<file path="config.mk">
export PLATFORM = sky130hd
export DESIGN_NAME = approx_mult_rt
export DESIGN_NICKNAME = d
export VERILOG_FILES = /design/src/rtl/approx_mult_pkg.sv /design/src/rtl/pp_switch.sv /design/src/rtl/lvl_select.sv /design/src/rtl/approx_mult_core.sv /design/src/rtl/approx_mult_rt.sv
export SDC_FILE = /design/constraint.sdc
export NUM_CORES = 1
export LEC_CHECK = 0
export BUFFER_PORTS_ARGS = -buffer_cell sky130_fd_sc_hd__clkbuf_2
export CAP_MARGIN = 15
export CORE_AREA = 5 5 94 96
export CTS_BUF_LIST = sky130_fd_sc_hd__clkbuf_2
export DETAILED_ROUTE_END_ITERATION = 8
export DIE_AREA = 0 0 99 101
export GPL_ROUTABILITY_DRIVEN = 0
export PLACE_DENSITY = 0.67
export SLEW_MARGIN = 20
export SYNTH_ARGS = -nofsm -noshare
export SYNTH_HDL_FRONTEND = slang
export SYNTH_SLANG_ARGS = --single-unit
</file>
<file path="constraint.sdc">
create_clock -name clk -period 0.8 [get_ports clk]
set_input_delay 0.16 -clock clk [delete_from_list [all_inputs] [get_ports clk]]
set_output_delay 0.16 -clock clk [all_outputs]
set_load 0.1 [all_outputs]
</file>
<file path="src/rtl/approx_mult_pkg.sv">
package approx_mult_pkg;
  typedef enum logic [1:0] {
    LVL_EXACT = 2'd0,
    LVL_MID   = 2'd1,
    LVL_LOW   = 2'd2
  } acc_lvl_e;
endpackage

</file>
<file path="src/rtl/pp_switch.sv">
// One gated partial-product bit: forwards the data bit or holds a fixed value.
module pp_switch #(
  parameter bit FORCE_VAL = 1'b0
) (
  input  logic din,
  input  logic force_en,
  output logic dout
);
  assign dout = force_en ? FORCE_VAL : din;
endmodule

</file>
<file path="src/rtl/lvl_select.sv">
// Weight band decode: strict unsigned compares, lower band has priority.
module lvl_select
  import approx_mult_pkg::*;
#(
  parameter int W = 8
) (
  input  logic [W-1:0] weight,
  input  logic [W-1:0] thr_lo,
  input  logic [W-1:0] thr_hi,
  output acc_lvl_e     lvl
);
  logic below_lo;
  logic below_hi;

  assign below_lo = (weight < thr_lo);
  assign below_hi = (weight < thr_hi);

  always_comb begin
    if (below_lo)      lvl = LVL_LOW;
    else if (below_hi) lvl = LVL_MID;
    else               lvl = LVL_EXACT;
  end
endmodule

</file>
<file path="src/rtl/approx_mult_core.sv">
// Partial-product array with switches on the low columns, summed by column weight.
module approx_mult_core
  import approx_mult_pkg::*;
#(
  parameter int W        = 8,
  parameter int MID_COLS = 2,
  parameter int LOW_COLS = 4,
  parameter int BIAS_COL = 3
) (
  input  logic [W-1:0]   a,
  input  logic [W-1:0]   b,
  input  acc_lvl_e       lvl,
  output logic [2*W-1:0] prod
);
  localparam int PW = 2 * W;
  localparam int NB = W * W;

  logic [NB-1:0] pp_sw;
  logic          lvl_low;
  logic          lvl_mid;

  assign lvl_low = (lvl == LVL_LOW);
  assign lvl_mid = (lvl == LVL_MID);

  for (genvar gi = 0; gi < W; gi++) begin : g_row
    for (genvar gj = 0; gj < W; gj++) begin : g_col
      localparam int COL     = gi + gj;
      localparam bit IN_MID  = (COL < MID_COLS);
      localparam bit IS_BIAS = (gi == 0) && (gj == BIAS_COL);
      logic raw;
      assign raw = a[gi] & b[gj];
      if (COL < LOW_COLS) begin : g_sw
        logic fen;
        assign fen = lvl_low | (lvl_mid & IN_MID);
        pp_switch #(.FORCE_VAL(IS_BIAS)) u_sw (
          .din      (raw),
          .force_en (fen),
          .dout     (pp_sw[gi*W+gj])
        );
      end else begin : g_pass
        assign pp_sw[gi*W+gj] = raw;
      end
    end
  end

  always_comb begin
    prod = '0;
    for (int i = 0; i < W; i++) begin
      for (int j = 0; j < W; j++) begin
        prod = prod + (PW'(pp_sw[i*W+j]) << (i + j));
      end
    end
  end
endmodule

</file>
<file path="src/rtl/approx_mult_rt.sv">
module approx_mult_rt
  import approx_mult_pkg::*;
#(
  parameter int W        = 8,
  parameter int MID_COLS = 2,
  parameter int LOW_COLS = 4,
  parameter int BIAS_COL = 3
) (
  input  logic           clk,
  input  logic           rst_n,
  input  logic           cfg_we,
  input  logic           cfg_sel,
  input  logic [W-1:0]   cfg_data,
  input  logic           in_valid,
  input  logic [W-1:0]   in_weight,
  input  logic [W-1:0]   in_act,
  output logic           out_valid,
  output logic [2*W-1:0] out_product,
  output logic [1:0]     out_level
);
  localparam int PW = 2 * W;

  // reset: asserted asynchronously, released through two flops
  logic [1:0] rst_sync_q;
  logic       rst_int_n;

  always_ff @(posedge clk or negedge rst_n) begin
    if (!rst_n) rst_sync_q <= '0;
    else        rst_sync_q <= {rst_sync_q[0], 1'b1};
  end
  assign rst_int_n = rst_sync_q[1];

  // band thresholds
  logic [W-1:0] thr_lo_q, thr_lo_d;
  logic [W-1:0] thr_hi_q, thr_hi_d;

  always_comb begin
    thr_lo_d = thr_lo_q;
    thr_hi_d = thr_hi_q;
    if (cfg_we && !cfg_sel) thr_lo_d = cfg_data;
    if (cfg_we &&  cfg_sel) thr_hi_d = cfg_data;
  end

  always_ff @(posedge clk or negedge rst_int_n) begin
    if (!rst_int_n) begin
      thr_lo_q <= '0;
      thr_hi_q <= '0;
    end else begin
      thr_lo_q <= thr_lo_d;
      thr_hi_q <= thr_hi_d;
    end
  end

  // level decode and switched multiplier
  acc_lvl_e      lvl_c;
  logic [PW-1:0] prod_c;

  lvl_select #(.W(W)) u_sel (
    .weight (in_weight),
    .thr_lo (thr_lo_q),
    .thr_hi (thr_hi_q),
    .lvl    (lvl_c)
  );

  approx_mult_core #(
    .W        (W),
    .MID_COLS (MID_COLS),
    .LOW_COLS (LOW_COLS),
    .BIAS_COL (BIAS_COL)
  ) u_core (
    .a    (in_weight),
    .b    (in_act),
    .lvl  (lvl_c),
    .prod (prod_c)
  );

  // result stage
  logic          vld_q;
  logic [PW-1:0] prod_q;
  logic [1:0]    lvl_q;

  always_ff @(posedge clk or negedge rst_int_n) begin
    if (!rst_int_n) vld_q <= 1'b0;
    else            vld_q <= in_valid;
  end

  always_ff @(posedge clk) begin
    if (in_valid) begin
      prod_q <= prod_c;
      lvl_q  <= lvl_c;
    end
  end

  assign out_valid   = vld_q;
  assign out_product = prod_q;
  assign out_level   = lvl_q;
endmodule

</file>
Word level (Yosys, flattened, before mapping) --
Index checks and enable logic that the tools add are counted.
Storage, ports and cells: register bits 37, input port bits 29, output and inout bits 19, word-level logic and storage cells 153
Cells by class: $add $sub $neg 63, order comparisons 2, equal/unequal tests 2, mux-type cells 12, bitwise logic cells 65, reduce and logical (&&, ||, !) cells 3
Operator list (count):
- $add A16 B8 Y16 | 8
- $add A16 B7 Y16 | 7
- $add A16 B9 Y16 | 7
- $add A16 B10 Y16 | 6
- $add A16 B6 Y16 | 6
- $add A16 B11 Y16 | 5
- $add A16 B5 Y16 | 5
- $add A16 B12 Y16 | 4
- $add A16 B4 Y16 | 4
- $and A1 B1 Y1 | 64
- $add A16 B13 Y16 | 3
- $add A16 B3 Y16 | 3
- $add A16 B14 Y16 | 2
- $add A16 B15 Y16 | 1
- $add A16 B2 Y16 | 1
- $lt A8 B8 Y1 | 2
- $mux W1 | 11
- $add A1 B2 Y3 | 1
- $eq A2 B1 Y1 const B | 1
- $eq A2 B2 Y1 const B | 1
- $logic_and A1 B1 Y1 | 2
- $mux W2 | 1
- $logic_not A1 Y1 | 1
- $or A1 B1 Y1 | 1

Logic depth before layout (Yosys ltp) --
depth after elaboration 69, mapped depth 21, depth with buffers taken out 21

Modules after synthesis --
Synthesis repeated with hierarchy kept, for this count alone.
Second synthesis, totals: cell total of the unflattened synthesis 339, area, all modules 3758.6 µm²
Modules (own cells, without submodules):
- approx_mult_core | instances 1, cells an instance 221, area each 2000.7 µm², seq. area each 0.0 µm²
- approx_mult_rt | instances 1, cells an instance 57, area each 1261.2 µm², seq. area each 1016.0 µm²
- lvl_select | instances 1, cells an instance 51, area each 366.6 µm², seq. area each 0.0 µm²
- pp_switch at u_core.g_row[0].g_col[0].g_sw.u_sw ... | instances 9, cells an instance 1, area each 13.8 µm², seq. area each 0.0 µm²
- pp_switch at u_core.g_row[0].g_col[3].g_sw.u_sw | instances 1, cells an instance 1, area each 6.3 µm², seq. area each 0.0 µm²

Least setup slack after synthesis --
Ideal clock, no wire load.
path kind register to register, start point register thr_lo_q[7], end point register prod_q[15] (netlist: out_product[15]), data pin, data arrival time 4004 ps, required time 542 ps, path slack -3462 ps, stages on the path, launching flop included 22, buffers on the path 0, path through dfrtp_1 -> inv_1 -> ha_1 -> nand2_1 -> nor3_1 -> a21oi_2 -> nor2b_1 -> and2_1 -> fa_1 -> inv_1 -> fa_1 -> fa_1 -> inv_1 -> ha_1 -> ha_1 -> inv_1 -> fa_1 -> nor2b_1 -> o21a_1 -> a31o_2 -> o221a_1 -> xnor2_1
On the way: cells in the longest elaborated chain, start to end 68, elaborated cells between the ends (all ways) 78
RTL lines:
- start, declared | line approx_mult_rt.sv:34 | logic [W-1:0] thr_lo_q, thr_lo_d;
- start signal, assigned | line approx_mult_rt.sv:49 | thr_lo_q <= thr_lo_d;
- $lt A8 B8 Y1 (*) | line lvl_select.sv:15 | assign below_lo = (weight < thr_lo);
- $mux W2 (*) | line lvl_select.sv:19 | if (below_lo) lvl = LVL_LOW;
- via lvl_c[1] | line approx_mult_rt.sv:55 | acc_lvl_e lvl_c;
- $eq A2 B2 Y1 / $eq A2 B1 Y1 (equally long branches) | line approx_mult_core.sv:22, approx_mult_core.sv:23
- $or A1 B1 Y1 | line approx_mult_core.sv:34 | assign fen = lvl_low | (lvl_mid & IN_MID);
- $mux W1 | line pp_switch.sv:9 | assign dout = force_en ? FORCE_VAL : din;
- $add A1 B2 Y3 | line approx_mult_core.sv:50 | prod = prod + (PW'(pp_sw[i*W+j]) << (i + j));
- $add A16 B3 Y16 | line approx_mult_core.sv:50
- [54 not listed]
- $add A16 B9 Y16 (*) | line approx_mult_core.sv:50
- $add A16 B10 Y16 (*) | line approx_mult_core.sv:50
- $add A16 B11 Y16 (*) | line approx_mult_core.sv:50
- $add A16 B12 Y16 (*) | line approx_mult_core.sv:50
- $add A16 B13 Y16 (*) | line approx_mult_core.sv:50
- $add A16 B14 Y16 (*) | line approx_mult_core.sv:50
- $add A16 B15 Y16 (*) | line approx_mult_core.sv:50
- via prod_c[15] | line approx_mult_rt.sv:56 | logic [PW-1:0] prod_c;
- end signal, assigned | line approx_mult_rt.sv:89 | prod_q <= prod_c;
- end, declared | line approx_mult_rt.sv:79 | logic [PW-1:0] prod_q;
Mark *: on every way through the listed nets, which the timed path passes. The rest lies on a longest branch. A chain may end at the register's enable or synchronous reset.

Worst setup path in the final report --
start point register thr_lo_q[5], end point register prod_q[15] (netlist: out_product[15]), data pin
The elaborated chain is that of the path after synthesis.

==> results by group <==
Critical path
  • CP Cell Sequence: inv_2 > ha_4 > nand2_4 > nor3_4 > a21oi_4 > nor2b_2 > and2_4 > fa_2 > inv_2 > fa_2 > fa_1 > inv_2 > ha_4 > ha_4 > inv_2 > fa_2 > nor2b_1 > o21a_1 > a31o_4 > o221a_1 > xnor2_1
  • Worst r2r path cells: 21
  • Critical Path Sink Type: flop
  • Setup Crit Path Kind: flop to flop
  • CP required: 980 ps
  • CP startpoint kind: flop
  • Worst R2R Setup Slack: -3430 ps
  • Worst path most repeated cell: inv_2
  • RR Endpoint: out_product[15]
  • Worst R2R Start: thr_lo_q[5]
  • Largest fanout on the critical path: 5
  • Max stage delay cell, worst path: fa_1
  • Largest stage delay on the critical path: 500 ps
  • Crit path DAT: 4410 ps

Global routing
  • Vias in the first global route: 2731
  • Initial antenna violation count: 0
  • First-pass GRT wire length: 12700 um
  • Largest net degree at the start of global routing: 20
  • All-Layer GR Usage: 15.7%
  • Total gr overflow: 0

Place
  • # port buffers: 47
  • Pre-CTS setup slack: -3500 ps
  • Post-DP HPWL: 5880 um
  • Post-placement cell area: 0.00461 mm^2

Die
  • FP Rows: 33
  • I/O pin total: 48
  • Width of the die: 99 um
  • Die Area: 0.0100 mm^2
  • Die span in y: 101 um
  • Initial core utilization: 43.5%
  • Core footprint: 0.00797 mm^2

Logic synthesis
  • EDFF count, synth: 18
  • Mapped Cells: 331
  • Synth Area per Inst: 10.5 um^2
  • YS warnings: 0
  • Top cell type's share of synthesized area: 22.0%
  • Mapped Area: 0.00346 mm^2
  • Main synth FF type: dfrtp_1
  • Largest area contributor in the netlist: fa_1
  • Syn_nets: 443
  • Synth async-reset ratio: 51.4%
  • Netlist cell types: 35
  • Flops & latches, synth: 37
  • Most common cell in the synthesized netlist: inv_1
  • Post-synthesis sequential area ratio: 29.3%
  • Top post-synthesis cells by area: fa_1, ha_1, edfxtp_1
  • Synth cell count leaders: inv_1, nand2_1, ha_1, fa_1, and2_1

Pwr
  • Static leakage: 2.50 nW
  • Clock share of power: 9.1%
  • Sequential Power Share: 21.4%
  • Psw: 0.00635 W
  • Sw frac: 45.4%
  • Pint: 0.00763 W
  • Peak supply drop: 0.00138 V
  • Pwr/cell area: 2700 mW/mm^2
  • Gate power share: 69.5%

Route
  • DRC Markers: 0
  • WL/cell: 14.0 um
  • Routed vias: 2743
  • Starting DRC count in detailed routing: 103
  • DR pass1 iterations: 4
  • Drt total wl: 7840 um
  • Vias per cell: 4.91
  • Post-route antenna net violation count: 0

Clock network
  • Sink Count: 37
  • Max H-tree Level: 2
  • Clock Root Buffer: clkbuf_2
  • Clk Latency, worst-skew pair: 420 ps
  • CTS Buffer Depth: 2
  • CTS tree: done
  • CTS clk-pin slew, worst paths: 250 ps
  • Num CTS Buffers: 5

Finish
  • Ant diodes: 0
  • P&R area growth vs syn: 49.4%
  • Final core utilization: 65.0%
  • Nets@finish: 565
  • Share of layout cells above drive strength 1: 42.5%
  • Finished Cell Area: 0.00518 mm^2

STA
  • Unrepaired setup endpoints after global routing: yes
  • Setup Viol. Count Final: 39
  • WHS: 112 ps
  • Final hold viol count: 0
  • Final worst-path cycle share: 528%
  • Skew final: 32.4 ps
  • Min cycle time layout: 4230 ps
  • Pins Over Slew Limit: 0
  • Worst setup margin: -3430 ps
  • Highest Clock Rate: 237 MHz

Status
  • Failing checks: negative setup slack
  • Status: finished with violations

Hold path
  • Hold endpoint: thr_lo_q[0]
  • Hold path depth: 3
  • Tightest Hold Check Type: input pin to flop
  • Hold Startpoint: cfg_sel

Flow run
  • # Max-Cap Violations: 0
## logic make-up after synthesis
family / synth area share, %
XOR/XNOR: 2.53
other: 0.108
adder cells (fa/ha/maj): 38.2
AND/OR/NAND/NOR: 15.0
buffers and inverters: 5.89
multiplexers: 2.93
flip-flops: 29.3
AO/OA/AOI/OAI: 6.03
## through the flow
stage / cells / power, W / setup TNS, ps
final: 559 / 0.0140 / -52240
after CTS: 555 / 0.0136 / -52420
after detailed placement: 530 / 0.0117 / -45840
after floorplan: 331 / 0.00855 / -44970
after global routing: 559 / 0.0149 / -55670
after global placement: 530 / 0.0116 / -44140
## critical path, delay by kind of cell, from the launching register on
kind            cells  cell delay, ps
flops               1             390
fa+ha+maj           7            2010
xor+xnor            1              70
simple gates        5             690
compound gates      4             670
buf+inv             4             170
## registers in the layout, indices dropped and copies added, names as in the netlist
register     cells
out_product     16
thr_hi_q         8
thr_lo_q         8
out_level        2
rst_sync_q       2
out_valid        1
## cell type report
class,count,area [um^2]
Tap cell,105,131
Clock inverter,3,45.0
Inverter,50,188
Clock buffer,5,25.0
Fill cell,590,2790
Timing Repair Buffer,119,1120
Multi-Input combinational cell,240,2640
Sequential cell,37,1020
## routing by layer
metal	vias up	wire (um)	GRT usage, %
li1	1324	-	-
met1	1344	3260	21.3
met2	67	4160	27.0
met3	8	332	2.15
met4	0	89	3.15
met5	-	0	0
## power by group through the flow
stage	logic [W]	clock network (W)	registers, W
3_5_place_dp	0.00872	0	0.00303
6_report	0.00971	0.00127	0.00299
3_3_place_gp	0.00858	0	0.00303
5_1_grt	0.0105	0.00138	0.00302
2_1_floorplan	0.00336	0	0.00519
4_1_cts	0.00932	0.00129	0.00299
## timing repair
item                       CTS  global route
pin swaps                   23            14
hold endpoints to repair    18             0
setup endpoints to repair   37            43
buffers inserted             6             7
resized for setup           34            31
hold buffers                11             0
## worst max path at each step
| stage | startpoint | endpoint | cells past startpoint |
|---|---|---|---|
| after floorplan | thr_lo_q[1] | out_product[15] | 19 |
| after global placement | thr_lo_q[5] | out_product[15] | 21 |
| after detailed placement | thr_lo_q[1] | out_product[13] | 19 |
| after CTS | thr_lo_q[7] | out_product[15] | 21 |
| after global routing | thr_lo_q[4] | out_product[15] | 21 |
| final | thr_lo_q[5] | out_product[15] | 21 |
## placed cells by master (no fill, tap or decap), types with 5 or more instances in the layout
cell,n
and2_1,24
xnor2_1,8
nand2_1,43
fa_1,33
inv_2,10
a21oi_1,5
dfrtp_1,18
o21ai_2,7
mux2_2,7
buf_12,21
clkbuf_2,33
dlygate4sd3_1,11
ha_4,15
buf_4,56
edfxtp_1,18
fa_2,5
inv_1,40
ha_1,29
Note: power is estimated with default switching activity, not from simulation.
